`config.mk`:
```
export PLATFORM = sky130hd
export DESIGN_NAME = dist_tlb_prefetcher
export DESIGN_NICKNAME = d
export VERILOG_FILES = /design/src/rtl/dpf_pkg.sv /design/src/rtl/dpf_ctrl.sv /design/src/rtl/dpf_datapath.sv /design/src/rtl/dist_tlb_prefetcher.sv
export SDC_FILE = /design/constraint.sdc
export NUM_CORES = 1
export LEC_CHECK = 0
export BUFFER_PORTS_ARGS = -buffer_cell sky130_fd_sc_hd__buf_4
export CORE_MARGIN = 5
export CORE_UTILIZATION = 50
export DETAILED_ROUTE_END_ITERATION = 7
export PLACE_DENSITY = 0.73
export REMOVE_ABC_BUFFERS = 1
export SYNTH_ARGS = -nofsm -noshare
export SYNTH_HDL_FRONTEND = slang
export SYNTH_HIERARCHICAL = 1
export SYNTH_SLANG_ARGS = --single-unit
```
`constraint.sdc`:
```
create_clock -name clk -period 22.7 [get_ports clk]
set_input_delay 2.27 -clock clk [delete_from_list [all_inputs] [get_ports clk]]
set_output_delay 2.27 -clock clk [all_outputs]
set_load 0.01 [all_outputs]
```
`src/rtl/dpf_pkg.sv`:
```
package dpf_pkg;

  typedef enum logic [1:0] {
    PF_IDLE,
    PF_REQ,
    PF_WAIT
  } pfState_e;

  // strobes from control to datapath
  typedef struct packed {
    logic histWr;   // record current VPN
    logic distWr;   // record new distance
    logic tabWr;    // train the distance table
    logic reqLoad;  // capture predicted target as pending request
    logic bufIns;   // store response in prefetch buffer
  } dpfStrobes_t;

  // status from datapath to control
  typedef struct packed {
    logic vpnSeen;
    logic distSeen;
    logic distZero;
    logic predOk;
    logic targetInBuf;
  } dpfFlags_t;

endpackage

```
`src/rtl/dpf_ctrl.sv`:
```
module dpf_ctrl
  import dpf_pkg::*;
(
  input  logic        clk,
  input  logic        rstN,
  input  logic        accValid,
  input  logic        pfReqReady,
  input  logic        pfRespValid,
  input  dpfFlags_t   flags,
  output dpfStrobes_t strobes,
  output logic        reqValid
);

  pfState_e state, stateNext;

  always_comb begin
    strobes        = '0;
    strobes.histWr = accValid;
    strobes.distWr = accValid && flags.vpnSeen && !flags.distZero;
    strobes.tabWr  = strobes.distWr && flags.distSeen;
    strobes.reqLoad = strobes.distWr && flags.predOk && !flags.targetInBuf
                      && (state == PF_IDLE);
    strobes.bufIns = (state == PF_WAIT) && pfRespValid;
  end

  always_comb begin
    stateNext = state;
    unique case (state)
      PF_IDLE: if (strobes.reqLoad) stateNext = PF_REQ;
      PF_REQ:  if (pfReqReady)      stateNext = PF_WAIT;
      PF_WAIT: if (pfRespValid)     stateNext = PF_IDLE;
      default: stateNext = PF_IDLE;
    endcase
  end

  always_ff @(posedge clk) begin
    if (!rstN) state <= PF_IDLE;
    else       state <= stateNext;
  end

  assign reqValid = (state == PF_REQ);

endmodule

```
`src/rtl/dpf_datapath.sv`:
```
module dpf_datapath
  import dpf_pkg::*;
#(
  parameter int VPN_W = 20,
  parameter int PPN_W = 16,
  parameter int TAB_N = 16,
  parameter int BUF_N = 4
) (
  input  logic             clk,
  input  logic             rstN,
  input  logic             accValid,
  input  logic [VPN_W-1:0] accVpn,
  input  logic             lookupValid,
  input  logic [VPN_W-1:0] lookupVpn,
  input  logic [PPN_W-1:0] pfRespPpn,
  input  dpfStrobes_t      strobes,
  output dpfFlags_t        flags,
  output logic             lookupHit,
  output logic [PPN_W-1:0] refillPpn,
  output logic [VPN_W-1:0] pendVpn
);

  localparam int TAB_IW = $clog2(TAB_N);
  localparam int BUF_IW = $clog2(BUF_N);

  logic [VPN_W-1:0] lastVpn, lastDist;
  logic             vpnSeen, distSeen;

  logic [TAB_N-1:0] tabVal;
  logic [VPN_W-1:0] tabTag  [TAB_N];
  logic [VPN_W-1:0] tabNext [TAB_N];

  logic [BUF_N-1:0] bufVal;
  logic [VPN_W-1:0] bufVpn [BUF_N];
  logic [PPN_W-1:0] bufPpn [BUF_N];
  logic [BUF_IW-1:0] wrPtr;

  logic [VPN_W-1:0]  distNew, predDist, target;
  logic [TAB_IW-1:0] rdIdx, wrIdx;
  logic              trainNow, wrAliases, predOk;
  logic [BUF_N-1:0]  tgtMatch, lookMatch;

  assign distNew  = accVpn - lastVpn;
  assign rdIdx    = distNew[TAB_IW-1:0];
  assign wrIdx    = lastDist[TAB_IW-1:0];
  // the training write of this access is visible to its own prediction
  assign trainNow = accValid && vpnSeen && distSeen && (distNew != '0);
  assign wrAliases = trainNow && (wrIdx == rdIdx);

  always_comb begin
    if (wrAliases) begin
      predOk   = (lastDist == distNew);
      predDist = distNew;
    end else begin
      predOk   = tabVal[rdIdx] && (tabTag[rdIdx] == distNew);
      predDist = tabNext[rdIdx];
    end
  end

  assign target = accVpn + predDist;

  for (genvar i = 0; i < BUF_N; i++) begin : g_match
    assign tgtMatch[i]  = bufVal[i] && (bufVpn[i] == target);
    assign lookMatch[i] = lookupValid && bufVal[i] && (bufVpn[i] == lookupVpn);
  end

  always_comb begin
    refillPpn = '0;
    for (int i = 0; i < BUF_N; i++)
      if (lookMatch[i]) refillPpn = refillPpn | bufPpn[i];
  end

  assign lookupHit = |lookMatch;

  assign flags.vpnSeen     = vpnSeen;
  assign flags.distSeen    = distSeen;
  assign flags.distZero    = (distNew == '0);
  assign flags.predOk      = predOk;
  assign flags.targetInBuf = |tgtMatch;

  // access history
  always_ff @(posedge clk) begin
    if (!rstN) begin
      lastVpn  <= '0;
      lastDist <= '0;
      vpnSeen  <= 1'b0;
      distSeen <= 1'b0;
    end else begin
      if (strobes.histWr) begin
        lastVpn <= accVpn;
        vpnSeen <= 1'b1;
      end
      if (strobes.distWr) begin
        lastDist <= distNew;
        distSeen <= 1'b1;
      end
    end
  end

  // distance table
  always_ff @(posedge clk) begin
    if (!rstN) begin
      tabVal <= '0;
    end else if (strobes.tabWr) begin
      tabVal[wrIdx] <= 1'b1;
    end
  end

  always_ff @(posedge clk) begin
    if (strobes.tabWr) begin
      tabTag[wrIdx]  <= lastDist;
      tabNext[wrIdx] <= distNew;
    end
  end

  // pending request target
  always_ff @(posedge clk) begin
    if (!rstN)                pendVpn <= '0;
    else if (strobes.reqLoad) pendVpn <= target;
  end

  // prefetch buffer, insertion-order replacement
  always_ff @(posedge clk) begin
    if (!rstN)               wrPtr <= '0;
    else if (strobes.bufIns) wrPtr <= wrPtr + 1'b1;
  end

  for (genvar i = 0; i < BUF_N; i++) begin : g_buf
    always_ff @(posedge clk) begin
      if (!rstN) begin
        bufVal[i] <= 1'b0;
      end else if (strobes.bufIns && (wrPtr == BUF_IW'(i))) begin
        bufVal[i] <= 1'b1;
      end else if (lookMatch[i]) begin
        bufVal[i] <= 1'b0;
      end
    end

    always_ff @(posedge clk) begin
      if (strobes.bufIns && (wrPtr == BUF_IW'(i))) begin
        bufVpn[i] <= pendVpn;
        bufPpn[i] <= pfRespPpn;
      end
    end
  end

  logic unusedAcc;
  assign unusedAcc = accValid & 1'b0;

endmodule

```
`src/rtl/dist_tlb_prefetcher.sv`:
```
module dist_tlb_prefetcher
  import dpf_pkg::*;
#(
  parameter int VPN_W = 20,
  parameter int PPN_W = 16,
  parameter int TAB_N = 16,
  parameter int BUF_N = 4
) (
  input  logic             clk,
  input  logic             rstN,
  input  logic             accValid,
  input  logic [VPN_W-1:0] accVpn,
  input  logic             lookupValid,
  input  logic [VPN_W-1:0] lookupVpn,
  output logic             lookupHit,
  output logic [PPN_W-1:0] refillPpn,
  output logic             pfReqValid,
  output logic [VPN_W-1:0] pfReqVpn,
  input  logic             pfReqReady,
  input  logic             pfRespValid,
  input  logic [PPN_W-1:0] pfRespPpn
);

  dpfStrobes_t strobes;
  dpfFlags_t   flags;

  dpf_ctrl u_ctrl (
    .clk        (clk),
    .rstN       (rstN),
    .accValid   (accValid),
    .pfReqReady (pfReqReady),
    .pfRespValid(pfRespValid),
    .flags      (flags),
    .strobes    (strobes),
    .reqValid   (pfReqValid)
  );

  dpf_datapath #(
    .VPN_W(VPN_W),
    .PPN_W(PPN_W),
    .TAB_N(TAB_N),
    .BUF_N(BUF_N)
  ) u_dp (
    .clk        (clk),
    .rstN       (rstN),
    .accValid   (accValid),
    .accVpn     (accVpn),
    .lookupValid(lookupValid),
    .lookupVpn  (lookupVpn),
    .pfRespPpn  (pfRespPpn),
    .strobes    (strobes),
    .flags      (flags),
    .lookupHit  (lookupHit),
    .refillPpn  (refillPpn),
    .pendVpn    (pfReqVpn)
  );

endmodule

```
# Yosys cells after proc, flatten, opt, wreduce, memory -nomap -nowiden
# Memory sizes are Yosys's and may differ from the RTL's.
# Cells that the tools add are included.
word_totals:
  register_bits: 86
  input_bits: 62
  ramBits: 784
  memories: 4
  elab_cells: 142
  latchBits: 0
  mem_bits_ro: 0
classes:
  muxes: 50
  eq_ne: 19
  bitwise_logic: 4
  div_mod_pow: 0
  reduce_logical: 47
  n_addsub: 3
  order_cmp: 3
  multipliers: 0
  shift: 0
memory_table:
  columns: ["name", "words", "width", "rd", "rd_clocked_by_memory_dff", "wr", "line_no", "text"]
  rows:
  - ["u_dp.tabNext", 16, 20, 1, 0, 1, "dpf_datapath.sv:31", "logic [VPN_W-1:0] tabNext [TAB_N];"]
  - ["u_dp.tabTag", 16, 20, 1, 0, 1, "dpf_datapath.sv:30", "logic [VPN_W-1:0] tabTag [TAB_N];"]
  - ["u_dp.bufVpn", 4, 20, 4, 0, 1, "dpf_datapath.sv:34", "logic [VPN_W-1:0] bufVpn [BUF_N];"]
  - ["u_dp.bufPpn", 4, 16, 4, 0, 1, "dpf_datapath.sv:35", "logic [PPN_W-1:0] bufPpn [BUF_N];"]
op_table:
  columns: ["cell", "n"]
  rows:
  - ["$eq A20 B20 Y1", 10]
  - ["$mux W16", 7]
  - ["$mux W20", 4]
  - ["$or A16 B16 Y16", 4]
  - ["$reduce_or A20 Y1", 3]
  - ["$reduce_or A16 Y1", 3]
  - ["$logic_and A1 B1 Y1", 28]
  - ["$mux W1", 27]
  - ["$add A20 B20 Y20", 1]
  - ["$logic_not A20 Y1", 1]
  - ["$reduce_bool A20 Y1", 1]
  - ["$sub A20 B20 Y20", 1]
  - ["$mux W2", 9]
  - ["$lt A4 B5 Y1 const B", 2]
  - ["$reduce_bool A2 Y1", 4]
  - ["$reduce_or A4 Y1", 2]
  - ["$eq A2 B2 Y1 const B", 3]
  - ["$pmux W2 S3", 1]
  - ["$bmux W1 S4", 1]
  - ["$demux W1 S4", 1]
  - ["$eq A2 B1 Y1 const B", 2]
  - ["$eq A4 B4 Y1", 1]
  - ["$ge A4 B1 Y1 const B", 1]
  - ["$logic_not A2 Y1", 2]
  - ["5 further kinds", 7]

# Logic depth before layout (Yosys ltp)
# Gate-level depths: netlist (run 1).
logic_depth:
  ltp_word: 14
  ltp_mapped: 35
  depth_no_buf: 31

# Cells and area by module
# The synthesis (run 1) kept the hierarchy.
modules_own_cells:
  columns: ["module", "seq_area_each_um2", "area_per_inst_um2", "cells_each", "n_inst"]
  rows:
  - ["dpf_datapath", 25224.2, 37275.8, 2118, 1]
  - ["dpf_ctrl", 40.0, 128.9, 14, 1]

# Least setup slack after synthesis (run 1)
# OpenSTA, ideal clock, no wires.
synth_timing:
  path_kind: "input port to flip-flop"
  from: "input port accVpn[0]"
  to: "register u_dp.pendVpn[12]"
  setup_time_ps: 117
  arrival_time_ps: 10154
  cell_stages: 32
  t_required_ps: 22583
  slack_ps: 12430
  cell_sequence: "inv_1 -> ha_1 -> fa_1 -> clkbuf_1 -> clkbuf_1 -> clkbuf_1 -> clkbuf_1 -> clkbuf_1 -> clkbuf_1 -> mux4_2 -> mux4_2 -> mux2_2 -> ha_1 -> inv_1 -> fa_1 -> nand2b_1 -> a21o_1 -> a211oi_1 -> a211oi_1 -> nor3_1 -> nand4b_1 -> xor2_1 -> nor4b_1 -> a22o_1 -> a211o_1 -> a221o_1 -> nor2_1 -> and4b_1 -> clkbuf_1 -> buf_1 -> mux2i_1 -> nor2b_1"
synth_rtl:
  columns: ["item", "line_no", "text"]
  rows:
  - ["start: declaration", "dist_tlb_prefetcher.sv:12", "input logic [VPN_W-1:0] accVpn,"]
  - ["end signal: assignment", "dpf_datapath.sv:119", "else if (strobes.reqLoad) pendVpn <= target;"]
  - ["end: declaration", "dpf_datapath.sv:20", "output logic [VPN_W-1:0] pendVpn"]

==> metrics.md, run 1 <==
| Metric | Value |
|---|---|
| Num CTS Buffers | just under 90 |
| Complex-gate fraction of the synthesized area | under 10% |
| First-pass GRT wire length | about 130 mm |
| Final hold vios | 0 |
| CTS Buffer Depth | 3 |
| Clock skew | 0.0562 ns |
| WL met3 | roughly 7 mm |
| Largest net degree at the start of global routing | 70 |
| Crit path DAT | approximately 12 ns |
| Die Footprint | 80400 sq um |
| Unrepaired setup endpoints after global routing | false |
| Hold buffers post-CTS | 0 |
| Ys async rst share | 0% |
| Internal | around 2.9 mW |
| Post-CTS resize count | 0 |
| Count of different cell masters after synthesis | 85 |
| CTS root buffer | clkbuf_16 |
| Post-synth EDFFs | between 700 and 800 |
| Highest metal used | met5 |
| Mux contribution to synthesized area | a little over an eighth |
| Via count | 20329 |
| Setup violations, final | 0 |
| PD cells | a little over 90 nW/um^2 |
| CTS tree | yes |
| Setup ws final | between 10 and 15 ns |
| CTS clock-pin slew for the worst setup and hold paths | roughly 0.060 ns |
| Avg Inst Size Synth | about 18 sq um |
| Critical Path End Type | flop |
| DRT Pass-1 Iters | 6 |
| Cells after Synth | roughly 2100 |
| Seq pwr share | between 40 and 50% |
| Clock network fraction of total power | between 30 and 40% |
| Post-Syn Area | 37400 sq um |
| Synth Warn # | 6 |
| Fin crit period | approximately 11 ns |
| Gr usage total | ~22% |
| Post-DP HPWL | approximately 56 mm |
| Hold Path Class | flop to flop |
| Antenna violations before repair | 5 |
| Status | complete, no violations |
| Post-CTS Setup Repair Bufs | 0 |
| Via/cell ratio | roughly 6.1 |
| Final Max Slew Viols | 0 |
| Logic pwr share | around 17% |
| Clock sinks | just under 900 |
| Max-cap violations | 0 |
| FMAX | 87.5 MHz |
| CP required | 23.26 ns |
| Row count | 100 |
| Most frequent cells in the layout | 784 x edfxtp_1, 185 x mux4_2, 149 x buf_4 |
| Worst-Margin Slew | around 1.1 ns |
| Commonest non-fill, non-tap cell in the layout | edfxtp_1 |
| Startpoint Class | input pin |
| Share of cells above drive strength 1 | 22.4% |
| Layout area overhead | 13.3% |
| Met2 wire len | approximately 44 mm |
| Crit path max fanout | between 40 and 50 |
| Worst-Skew Late Latency | between 0.6 and 0.7 ns |
| Sum Neg Setup Slack | 0 ns |
| H-tree levels | 3 |
| Largest family of logic cells by synthesized area | multiplexers |
| Most used flip-flop cell after synthesis | edfxtp_1 |
| DRC Markers | 0 |
| Post-synthesis sequential area ratio | about two thirds |
| I/O Pins | 100 |
| Global placer's final weighted congestion | around 1 |
| Core Box Area | between 70000 and 80000 sq um |
| Metal1 wirelength | approximately 37 mm |
| XOR/XNOR Fraction of Synth Area | 5.71% |
| Wire length per cell | 27.4 um |
| Leak pwr | between 10 and 15 nW |
| Routed Antenna Nets | 0 |
| Largest stage delay on the critical path | roughly 1.2 ns |
| Cell mode on critical path | buf_4 |
| Initial Utilization | between 50% and 60% |
| WL final | around 91 mm |
| #FFs+latches synth | 870 |
| Kind of critical path | input pin to flop |
| Post-Place Setup Slack | approximately 11 ns |
| Final period util | 50.3% |
| Worst vdd ir | 0.0702 mV |
| Sw power | between 1 and 1.5 mW |
| Die X | roughly 280 um |
| GRT overflow | 0 |
| DRT iter0 DRCs | between 2000 and 2500 |
| Simple logic cell fraction of the synthesized area | ~5.4% |
| Fin nets | about 2400 |
| Vias in the first global route | slightly above 20000 |
| Post-Synth Adder-Cell Area | roughly 1.6% |
| I/O Buffers | between 90 and 100 |
| CP max stage cell | fa_4 |
| Sw frac | a little over a quarter |
| Die Y | 284 um |
| Min Hold Slack | about 0.46 ns |
| Slew HR | a little over a quarter |
==> path summary, 6_finish.rpt <==
path,cells after the start,start,to,slack [ns]
max,30,accVpn[0],u_dp/pendVpn[6],11.28
max reg2reg,28,u_dp/lastVpn[0],u_dp/pendVpn[6],12.73
min,1,u_dp/tabVal[14],u_dp/tabVal[14],0.46
min reg2reg,1,u_dp/tabVal[14],u_dp/tabVal[14],0.46
==> sequential cells by signal, indices dropped and copies added (netlist names), 4 cells and up <==
register and flops:
u_dp/bufVpn 80, u_dp/bufVal 4, u_dp/lastDist 20, u_dp/lastVpn 20, u_dp/tabTag 320, u_dp/tabVal 16, u_dp/pendVpn 20, u_dp/tabNext 320
u_dp/bufPpn 64
==> synthesized netlist by cell type, drive strengths merged (4+ instances only) <==
library cell	number	area share [%]
mux4	185	11
nand2	39	0.39
and3	7	0.12
clkbuf	69	0.69
mux2i	63	1.7
ha	45	1.5
or4	4	0.080
nand3	24	0.33
or3	10	0.17
a211o	5	0.12
a221o	18	0.48
a21oi	30	0.41
a211oi	12	0.24
nor3	30	0.40
nand4b	5	0.12
nand3b	4	0.080
and2	11	0.19
nor2	51	0.51
nand2b	10	0.17
a21o	15	0.30
o21a	27	0.54
inv	53	0.53
a31oi	5	0.084
xnor3	16	0.96
a22o	18	0.42
o21bai	6	0.13
xor3	4	0.25
nand4	36	0.60
o211a	9	0.24
o21ai	31	0.41
nor4b	7	0.18
edfxtp	784	63
nor2b	65	1.1
mux2	21	0.63
buf	33	0.41
nor3b	7	0.15
xor2	95	2.2
dfxtp	86	4.6
nor4	28	0.47
a2111oi	10	0.23
o2111ai	4	0.094
xnor2	96	2.2
==> per-layer routing <==
layer / up-vias / global-route usage, %
met5: - / 0
met4: 4 / 5.85
met3: 135 / 4.51
met2: 881 / 36.5
met1: 10517 / 30.6
li1: 8792 / -
==> area by class of cell <==
| cell class | instances | area (sq um) |
|---|---|---|
| Clock inverter | 41 | 445 |
| Timing Repair Buffer | 149 | 1120 |
| Clock buffer | 123 | 2410 |
| Tap cell | 969 | 1210 |
| Sequential cell | 870 | 25300 |
| Antenna cell | 3 | 7.51 |
| Multi-Input combinational cell | 1106 | 11700 |
| Inverter | 54 | 203 |
| Fill cell | 5566 | 31900 |
==> power groups by stage <==
| stage | Sequential [mW] | Combinational (mW) | Clock [mW] |
|---|---|---|---|
| after detailed placement | 1.84 | 0.666 | 0 |
| after global routing | 1.81 | 0.725 | 1.51 |
| after CTS | 1.81 | 0.672 | 1.44 |
| after global placement | 1.84 | 0.655 | 0 |
| final | 1.81 | 0.675 | 1.41 |
| after floorplan | 1.84 | 0.507 | 0 |
==> logic make-up (layout without fill, tap and decap cells) <==
logic type / count (synthesis) / count (layout)
AO/OA/AOI/OAI: 228 / 228
flip-flops: 870 / 870
other: 0 / 3
AND/OR/NAND/NOR: 351 / 351
XOR/XNOR: 211 / 211
multiplexers: 269 / 269
buffers and inverters: 156 / 367
adder cells (fa/ha/maj): 47 / 47
==> worst max-delay path: cells and delay by family <==
kind | cells | cell delay (ns)
AND/OR/NAND/NOR | 10 | 3.23
adder cells (fa/ha/maj) | 4 | 2.05
AO/OA/AOI/OAI | 6 | 1.69
buffers and inverters | 6 | 1.51
XOR/XNOR | 2 | 0.70
multiplexers | 2 | 0.42
==> stage by stage <==
stage	util (%)	area, sq um	instances	power [mW]
2_1_floorplan	-	37000	2030	2.34
3_3_place_gp	53.2	39500	3148	2.50
3_5_place_dp	53.2	39500	3148	2.51
4_1_cts	57.0	42400	3312	3.92
5_1_grt	57.0	42400	3313	4.04
6_report	57.0	42400	3315	3.90
(Power assumes the default switching activity.)
==> run 2: changes to the inputs <==
Clock period 22.7 ns to 10.9 ns, I/O delays scaled along.
==> run 2 against run 1 <==
Clock power grew 120%. Count of clock-buffer cells in the layout fell by 7. Sequential share of layout area down 0.28 points. Combinational power up 110%. Sequential power is 110% higher. Die area stayed put. Via count rose by 0.95%. Global-route usage is 0.093 points higher. Clock skew decreased by 0.0079 ns. First-iteration DRC count is 2.3% lower. Wire length grew 0.44%. Register-to-register slack lost 11 ns. Critical path type unchanged. Critical endpoint is now u_dp/pendVpn[2].
==> metrics.md, run 2 (synthesis results as in run 1) <==
| Metric | Value |
|---|---|
| WL final | 91.2 mm (+0.44%) |
| Routed Antenna Nets | 0 (unchanged) |
| Layout area overhead | 13.8% |
| Antenna violations before repair | 8 (+3) |
| Final instance area | 42600 sq um (+0.48%) |
| Area of the multi-input gates | 11700 sq um (unchanged) |
| Slew HR | 21.7% (-4.6 points) |
| Crit path max fanout | 19 (-56%) |
| Unrepaired setup endpoints after global routing | false |
| Die Y | 284 um (unchanged) |
| Core Box Area | 74300 sq um (unchanged) |
| Via count | 20522 (+0.95%) |
| Filler cell count | 5557 (-0.16%) |
| CTS root buffer | clkbuf_16 |
| I/O Buffers | 99 (unchanged) |
| Status | complete, no violations |
| Num CTS Buffers | 88 (-1.1%) |
| Most frequent cells in the layout | 784 x edfxtp_1, 185 x mux4_2, 151 x buf_4 |
| Vias in the first global route | 20693 (+0.69%) |
| Largest stage delay on the critical path | 0.72 ns (-0.52 ns) |
| Row count | 100 (unchanged) |
| First-pass GRT wire length | 135 mm (+0.61%) |
| CTS clock-pin slew for the worst setup and hold paths | 0.06 ns (about the same) |
| Leak pwr | 14.6 nW (+0.60%) |
| CP required | 11.41 ns (-11.85 ns) |
| Gr usage total | 22.2% (+0.093 points) |
| Worst-Margin Slew | 1.17 ns (+0.0789 ns) |
| Buf/Inv on CP | 6 (unchanged) |
| Fin nets | 2382 (+0.13%) |
| Critical path's top delay family | compound AO/OA/AOI/OAI gates |
| Final hold vios | 0 (unchanged) |
| CP max stage cell | and4b_1 |
| Final period util | approximately 90% |
| DRT Pass-1 Iters | 5 (-1) |
| Via/cell ratio | 6.18 (+0.80%) |
| Clock skew | 0.0484 ns (-0.00788 ns) |
| Hold Path Class | flop to flop |
| CTS Buffer Depth | 3 (unchanged) |
| Max-cap violations | 0 (unchanged) |
| CTS tree | yes |
| Startpoint Class | input pin |
| Die X | 284 um (unchanged) |
| Largest net degree at the start of global routing | 152 (+120%) |
| Clock sinks | 870 (unchanged) |
| Worst-Skew Late Latency | 0.66 ns (about the same) |
| Kind of critical path | input pin to flop |
| FMAX | around 100 MHz |
| Share of cells above drive strength 1 | 22.8% (+0.40 points) |
| Largest registers | u_dp/tabNext x320, u_dp/tabTag x320, u_dp/bufVpn x80 |
| Global placer's final weighted congestion | 0.949 (-3.8%) |
| Worst vdd ir | 0.145 mV (+110%) |
| Setup violations, final | 0 (unchanged) |
| Commonest non-fill, non-tap cell in the layout | edfxtp_1 |
| PD cells | 195 nW/um^2 (+110%) |
| H-tree levels | 3 (unchanged) |
| Die Footprint | 80400 sq um (unchanged) |
| DRT iter0 DRCs | 2047 (-2.3%) |
| Initial Utilization | 50.3% (unchanged) |
| Fin crit period | around 9.6 ns |
| GRT overflow | 0 (unchanged) |
| Post-DP HPWL | 55.7 mm (-0.87%) |
| Hold buffers post-CTS | 0 (unchanged) |
| Post-CTS resize count | 0 (unchanged) |
| Dpl cell area | 39600 sq um (+0.14%) |
| Overall power | 8.30 mW (+110%) |
| DRC Markers | 0 (unchanged) |
| Crit path DAT | 10.08 ns (-1.90 ns) |
| Post-CTS Setup Repair Bufs | 0 (unchanged) |
| Critical Path End Type | flop |
| I/O Pins | 100 (unchanged) |
| FF/Latch Area | 25300 sq um (unchanged) |
| Wire length per cell | 27.5 um (+0.29%) |
| Final Max Slew Viols | 0 (unchanged) |
run 2: changes by cell type in the layout (fill, tap and decap cells not counted), moves of 2 or more:
cell,change
clkbuf_16,+2
clkinv_4,-2
diode_2,+2
clkbuf_1,-8
buf_4,+2
buf_12,+2
clkinvlp_4,+4
bufinv_16,+5
run 2: metal layers:
metal | vias up | GRT usage, % | part of all wire (%)
li1 | 8787 | - | -
met1 | 10622 | 30.8 | 41
met2 | 986 | 37.0 | 49
met3 | 125 | 4.02 | 7.7
met4 | 2 | 5.64 | 2.2
met5 | - | 0 | 0.014
run 2: where the power goes:
group          internal, mW  switching, mW  leakage (nW)  total, mW
Clock                  1.80           1.29          1.44       3.09
Combinational         0.610          0.838          4.97       1.45
Sequential             3.73         0.0392          8.22       3.77
Total                  6.13           2.17          14.6       8.30
run 2: worst reg2reg max path, delay by kind of cell, from the launching register on:
| family | cells | cell delay (ns) |
|---|---|---|
| compound gates | 11 | 3.37 |
| xor+xnor | 2 | 0.65 |
| fa+ha+maj | 4 | 1.27 |
| buf+inv | 4 | 1.03 |
| flops | 1 | 0.35 |
| mux | 2 | 0.62 |
| simple gates | 8 | 1.85 |
run 2: worst paths after layout:
check	from	to	slack [ns]	depth (start not counted)
worst max-delay path	accVpn[0]	u_dp/pendVpn[2]	1.33	33
worst min-delay path	u_dp/tabVal[9]	u_dp/tabVal[9]	0.46	1
worst max register to register	u_dp/lastVpn[0]	u_dp/pendVpn[2]	1.63	31
worst min register to register	u_dp/tabVal[9]	u_dp/tabVal[9]	0.46	1
run 2: final cells by class:
| class | instances | area share, % |
|---|---|---|
| tap | 969 | 2.85 |
| timing repair buffer | 153 | 2.76 |
| sequential | 870 | 59.3 |
| multi-input combinational | 1106 | 27.5 |
| clock inverter | 47 | 1.37 |
| antenna | 5 | 0.0294 |
| inverter | 54 | 0.476 |
| clock buffer | 116 | 5.69 |
run 2: metrics by stage:
| stage | TNS [ns] | utilization, % | hold slack (ns) | worst slack [ns] | std cells |
|---|---|---|---|---|---|
| 3_3_place_gp | 0 | 53.2 | 0.442 | 1.21 | 3152 |
| 2_1_floorplan | -359.76 | - | 0.435 | -3.51 | 2030 |
| 6_report | 0 | 57.3 | 0.464 | 1.33 | 3320 |
| 4_1_cts | 0 | 57.3 | 0.462 | 1.50 | 3315 |
| 3_5_place_dp | 0 | 53.2 | 0.452 | 0.893 | 3152 |
| 5_1_grt | 0 | 57.3 | 0.489 | 0.895 | 3318 |
